--- src/rtl/bb_pkg.sv ---
package bb_pkg;

    localparam int BB_ADDR_W = 32;
    localparam int BB_DATA_W = 32;
    localparam int BB_IDX_W  = $clog2(BB_DATA_W);

    typedef enum logic [1:0] {
        SZ_BYTE = 2'd0,
        SZ_HALF = 2'd1,
        SZ_WORD = 2'd2,
        SZ_BAD  = 2'd3
    } bb_size_e;

    typedef enum logic [2:0] {
        ST_IDLE,
        ST_RD_REQ,
        ST_RD_WAIT,
        ST_WR_REQ,
        ST_WR_WAIT,
        ST_RESP
    } bb_state_e;

    typedef struct packed {
        logic                 wr;
        bb_size_e             size;
        logic [BB_ADDR_W-1:0] baddr;
        logic [BB_IDX_W-1:0]  bidx;
        logic                 setv;
    } bb_op_t;

    // mask limiting the bit index to the bits fetched
    function automatic logic [BB_IDX_W-1:0] idx_mask(input bb_size_e sz);
        case (sz)
            SZ_BYTE: idx_mask = BB_IDX_W'(7);
            SZ_HALF: idx_mask = BB_IDX_W'(15);
            default: idx_mask = BB_IDX_W'(31);
        endcase
    endfunction

endpackage

--- src/rtl/bb_addr_map.sv ---
module bb_addr_map
    import bb_pkg::*;
#(
    parameter int                     ALIAS_W   = 25,
    parameter logic [BB_ADDR_W-1:0]   BASE_ADDR = 32'h2000_0000
) (
    input  logic [BB_ADDR_W-1:0] alias_addr,
    input  bb_size_e             size,
    output logic [BB_ADDR_W-1:0] back_addr,
    output logic [BB_IDX_W-1:0]  bit_idx
);
    // one backing byte covers 8 alias words of 4 bytes
    localparam int SHIFT = 5;

    logic [ALIAS_W-1:0]   off;
    logic [BB_ADDR_W-1:0] raw;

    assign off = alias_addr[ALIAS_W-1:0];
    assign raw = BASE_ADDR | BB_ADDR_W'(off >> SHIFT);

    always_comb begin
        case (size)
            SZ_HALF: back_addr = {raw[BB_ADDR_W-1:1], 1'b0};
            SZ_WORD: back_addr = {raw[BB_ADDR_W-1:2], 2'b00};
            default: back_addr = raw;
        endcase
        bit_idx = off[BB_IDX_W+1:2] & idx_mask(size);
    end

endmodule

--- src/rtl/bb_bit_lane.sv ---
module bb_bit_lane
    import bb_pkg::*;
(
    input  logic [BB_DATA_W-1:0] data_in,
    input  logic [BB_IDX_W-1:0]  bit_idx,
    input  logic                 set_val,
    output logic                 bit_out,
    output logic [BB_DATA_W-1:0] data_mod
);
    localparam int LANES = BB_DATA_W / 8;
    localparam int LSEL_W = $clog2(LANES);

    logic [LANES-1:0]  lane_bit;
    logic [LSEL_W-1:0] lane_sel;
    logic [2:0]        bit_sel;

    assign lane_sel = bit_idx[BB_IDX_W-1:3];
    assign bit_sel  = bit_idx[2:0];

    for (genvar b = 0; b < LANES; b++) begin : g_lane
        logic [7:0] byte_in;
        logic [7:0] byte_out;
        assign byte_in = data_in[8*b +: 8];
        always_comb begin
            byte_out = byte_in;
            if (lane_sel == LSEL_W'(b)) begin
                byte_out[bit_sel] = set_val;
            end
        end
        assign lane_bit[b]        = byte_in[bit_sel];
        assign data_mod[8*b +: 8] = byte_out;
    end

    assign bit_out = lane_bit[lane_sel];

endmodule

--- src/rtl/bitband_bridge.sv ---
module bitband_bridge
    import bb_pkg::*;
#(
    parameter int                   ALIAS_W   = 25,
    parameter logic [BB_ADDR_W-1:0] BASE_ADDR = 32'h2000_0000
) (
    input  logic                 clk,
    input  logic                 rst,
    input  logic                 s_req_valid,
    output logic                 s_req_ready,
    input  logic                 s_req_write,
    input  logic [BB_ADDR_W-1:0] s_req_addr,
    input  logic [1:0]           s_req_size,
    input  logic [BB_DATA_W-1:0] s_req_wdata,
    output logic                 s_resp_valid,
    output logic [BB_DATA_W-1:0] s_resp_rdata,
    output logic                 s_resp_err,
    output logic                 m_req_valid,
    input  logic                 m_req_ready,
    output logic                 m_req_write,
    output logic [BB_ADDR_W-1:0] m_req_addr,
    output logic [1:0]           m_req_size,
    output logic [BB_DATA_W-1:0] m_req_wdata,
    input  logic                 m_resp_valid,
    input  logic [BB_DATA_W-1:0] m_resp_rdata,
    input  logic                 m_resp_err
);
    bb_state_e            state;
    bb_op_t               op;
    logic [BB_DATA_W-1:0] wb_data;
    logic                 res_bit;
    logic                 res_err;

    bb_size_e             in_size;
    logic [BB_ADDR_W-1:0] map_addr;
    logic [BB_IDX_W-1:0]  map_idx;
    logic                 lane_bit;
    logic [BB_DATA_W-1:0] lane_data;

    assign in_size = bb_size_e'(s_req_size);

    bb_addr_map #(
        .ALIAS_W   (ALIAS_W),
        .BASE_ADDR (BASE_ADDR)
    ) u_map (
        .alias_addr (s_req_addr),
        .size       (in_size),
        .back_addr  (map_addr),
        .bit_idx    (map_idx)
    );

    bb_bit_lane u_lane (
        .data_in  (m_resp_rdata),
        .bit_idx  (op.bidx),
        .set_val  (op.setv),
        .bit_out  (lane_bit),
        .data_mod (lane_data)
    );

    always_ff @(posedge clk) begin
        if (rst) begin
            state   <= ST_IDLE;
            op      <= '0;
            wb_data <= '0;
            res_bit <= 1'b0;
            res_err <= 1'b0;
        end else begin
            case (state)
                ST_IDLE: begin
                    if (s_req_valid) begin
                        op.wr    <= s_req_write;
                        op.size  <= in_size;
                        op.baddr <= map_addr;
                        op.bidx  <= map_idx;
                        op.setv  <= s_req_wdata[0];
                        res_bit  <= 1'b0;
                        if (in_size == SZ_BAD) begin
                            res_err <= 1'b1;
                            state   <= ST_RESP;
                        end else begin
                            res_err <= 1'b0;
                            state   <= ST_RD_REQ;
                        end
                    end
                end
                ST_RD_REQ: begin
                    if (m_req_ready) state <= ST_RD_WAIT;
                end
                ST_RD_WAIT: begin
                    if (m_resp_valid) begin
                        if (m_resp_err) begin
                            res_err <= 1'b1;
                            state   <= ST_RESP;
                        end else if (op.wr) begin
                            wb_data <= lane_data;
                            state   <= ST_WR_REQ;
                        end else begin
                            res_bit <= lane_bit;
                            state   <= ST_RESP;
                        end
                    end
                end
                ST_WR_REQ: begin
                    if (m_req_ready) state <= ST_WR_WAIT;
                end
                ST_WR_WAIT: begin
                    if (m_resp_valid) begin
                        res_err <= m_resp_err;
                        state   <= ST_RESP;
                    end
                end
                default: state <= ST_IDLE;
            endcase
        end
    end

    assign s_req_ready  = (state == ST_IDLE);
    assign s_resp_valid = (state == ST_RESP);
    assign s_resp_rdata = {{(BB_DATA_W-1){1'b0}}, res_bit};
    assign s_resp_err   = res_err;

    assign m_req_valid  = (state == ST_RD_REQ) || (state == ST_WR_REQ);
    assign m_req_write  = (state == ST_WR_REQ);
    assign m_req_addr   = op.baddr;
    assign m_req_size   = op.size;
    assign m_req_wdata  = wb_data;

endmodule

--- config.mk ---
export PLATFORM = sky130hd
export DESIGN_NAME = bitband_bridge
export DESIGN_NICKNAME = d
export VERILOG_FILES = /design/src/rtl/bb_pkg.sv /design/src/rtl/bb_addr_map.sv /design/src/rtl/bb_bit_lane.sv /design/src/rtl/bitband_bridge.sv
export SDC_FILE = /design/constraint.sdc
export NUM_CORES = 1
export LEC_CHECK = 0
export BUFFER_PORTS_ARGS = -buffer_cell sky130_fd_sc_hd__buf_2
export CELL_PAD_IN_SITES_DETAIL_PLACEMENT = 0
export CELL_PAD_IN_SITES_GLOBAL_PLACEMENT = 1
export CORE_UTILIZATION = 29
export CTS_CLUSTER_DIAMETER = 50
export CTS_CLUSTER_SIZE = 12
export DETAILED_ROUTE_END_ITERATION = 6
export PLACE_DENSITY_LB_ADDON = 0.12
export SLEW_MARGIN = 30
export SYNTH_ARGS = -nofsm -noshare
export SYNTH_HDL_FRONTEND = slang
export SYNTH_SLANG_ARGS = --single-unit
--- constraint.sdc ---
create_clock -name clk -period 1.5 [get_ports clk]
set_input_delay 0 -clock clk [delete_from_list [all_inputs] [get_ports clk]]
set_output_delay 0 -clock clk [all_outputs]
set_load 0.005 [all_outputs]
==> metrics <==
outcome=finished, violations left; failing checks=setup timing; fraction of registers with async set/reset=0; Detailed Route WL=12800 um; I/O pins=208; vias=3960; H-tree depth=3; worst vdd ir=0.618 mV; CTS buffer count=9; post-route antenna net violation count=0; DP HPWL=8710 um; gr usage total=0.172; Slowest-stage cell, CP=dfxtp_2; crit-path max cell delay=0.32 ns; die height=120 um; gr ovfl total=0; power per cell area=921 mW/mm^2; Post-DP Area=0.00476 mm^2; Leak=2.53 nW; CORE AREA=0.0134 mm^2; Avg Cell Area, Syn=7.99 um^2; Nets=791; Max-Cap Viols=0; Clock transition at path regs=0.06 ns; fraction of layout cells with a size suffix above 1=0.387; FMAX=646 MHz; pin count of the biggest net entering global routing=68; CP arrival=1.79 ns; unrepaired setup endpoints after global routing=true; routed wire length per instance=14.9 um; Synth-to-Final Area Change=46.3%; GP Congestion=0.804; post-synthesis cell count=506; synth warn=0; vias in the first global route=3720; Yosys reg bits=67; synth unique cells=34; CP max FO=5; Starting Density=0.302; CP Cell Sequence=or2_4, nor4b_4, buf_6, buf_12, buf_8, nor2_2, a311oi_2; clk root buf=clkbuf_16; DRT Pass-1 Iters=4; clock skew=0.00363 ns; # rows=42; top_reg_cell synth=dfxtp_1; CTS tree=done; hold slack=0.00658 ns; DR iter-0 viols=167; Die ar.=0.0144 mm^2; commonest non-fill, non-tap cell in the layout=buf_2; vias per std cell=4.58; final instance area=0.00592 mm^2; post-synthesis sequential area ratio=0.332; worst setup margin=-0.0472 ns; clk_lat worst skew=0.33 ns; Final min period=1.55 ns; Bufs on Longest Clock Path=2; EDFF count, synth=0; max-slew violations=0; most frequent cells in the layout=buf_2 (125), nand2_1 (87), dfxtp_1 (62), conb_1 (42), dlygate4sd3_1 (41); Hold WC Path Type=input port to register; worst endpoint required time=1.74 ns; port bufs=125; Residual DRC=0; final setup fails=18; CTS Sinks=67; Cell Area, Synth=0.00404 mm^2; die width=120 um; initial antenna violation count=0; critical path's top delay family=simple AND/OR/NAND/NOR gates; final hold vios=0; Bufs and invs on worst path=3; Crit Path Class=register to register; period utilization=1.03; Placed Cells=791; Tot Pwr=5.45 mW; Core Util, Final=0.441; final cell count without fillers=864; Critical Path End Type=register; first-pass GRT wire length=19300 um; Antenna Cells=0; Worst setup SP type=register
[report_power, final]
group	switching, mW	internal, mW	total, mW
combinational	0.718	0.651	1.37
clock	0.782	1.33	2.11
sequential	0.0749	1.89	1.96
[stage by stage]
| stage | setup TNS (ns) | setup slack (ns) |
|---|---|---|
| 2_1_floorplan | 0 | 0.0171 |
| 3_3_place_gp | -1.05 | -0.0648 |
| 3_5_place_dp | -1.79 | -0.0795 |
| 4_1_cts | -0.875 | -0.0540 |
| 5_1_grt | -1.82 | -0.0833 |
| 6_report | -0.388 | -0.0472 |
[cell usage after synthesis, types with 3 or more instances]
library cell	count	share of area
a311oi_1	5	0.011
inv_1	4	0.0037
o21ai_0	17	0.021
a21oi_1	38	0.047
a211oi_1	4	0.0074
clkbuf_1	17	0.016
a311oi_2	17	0.063
ha_1	3	0.0093
dfxtp_1	67	0.33
a211oi_2	7	0.022
nor2_1	56	0.052
or2_2	3	0.0046
nor2b_1	4	0.0062
buf_6	5	0.014
nand2_1	90	0.084
nor3_1	9	0.011
nand3_1	14	0.017
buf_2	9	0.011
and2_1	3	0.0046
o22ai_1	8	0.012
nand3b_1	5	0.0093
nand4_1	3	0.0046
nand2b_1	6	0.0093
mux2i_1	31	0.077
buf_4	70	0.13
[area by class of cell]
cell class | count | area, um^2
fill | 1388 | 7480
multi-input combinational | 373 | 2270
timing repair buffer | 228 | 1770
sequential | 67 | 1350
clock buffer | 12 | 246
tap | 176 | 220
clock inverter | 4 | 50.0
inverter | 4 | 15.0
[worst paths after layout]
path	endpoint	cells past startpoint	startpoint	slack (ns)
max	m_req_wdata[22]$_SDFFE_PP0P_	7	state[0]$_SDFFE_PP0P_	-0.05
min	m_req_wdata[13]$_SDFFE_PP0P_	3	m_resp_rdata[13]	0.007
max reg2reg	m_req_wdata[22]$_SDFFE_PP0P_	7	state[0]$_SDFFE_PP0P_	-0.05
min reg2reg	m_req_addr[3]$_SDFFE_PP0P_	2	m_req_addr[3]$_SDFFE_PP0P_	0.45
[sequential cells by signal, summed over array words and instances, names as in the netlist]
name / cells
m_req_addr: 21
m_req_size: 2
m_req_wdata: 32
op: 7
res_bit: 1
s_resp_err: 1
state: 3
[layer usage]
metal / track usage / vias up / share of wire
li1: - / 1977 / -
met1: 0.196 / 1842 / 0.42
met2: 0.313 / 129 / 0.51
met3: 0.0447 / 12 / 0.053
met4: 0.0469 / 0 / 0.014
met5: 0 / - / 0
[what timing repair did]
action                                  CTS  global route
pin swaps                                 2            24
endpoints found under the hold margin    44             0
hold buffers                             41             0
setup buffers                             3             6
endpoints found under the setup margin   56            62
resized for setup                        19            41
cloned                                    2             6
[tightest hold or removal path, cell delays in order]
cell and delay, ns:
buf_2 0.11, o21ai_0 0.09, a311oi_2 0.10
[logic make-up (layout without fill, tap and decap cells)]
group | Yosys count | after routing | synth area share
flip-flops | 67 | 67 | 0.332
other | 1 | 42 | 0.000927
buffers and inverters | 107 | 248 | 0.176
multiplexers | 31 | 31 | 0.0767
adder cells (fa/ha/maj) | 3 | 3 | 0.00928
AO/OA/AOI/OAI | 99 | 99 | 0.190
AND/OR/NAND/NOR | 198 | 198 | 0.215
No activity file was read; power rests on OpenSTA's default activity.
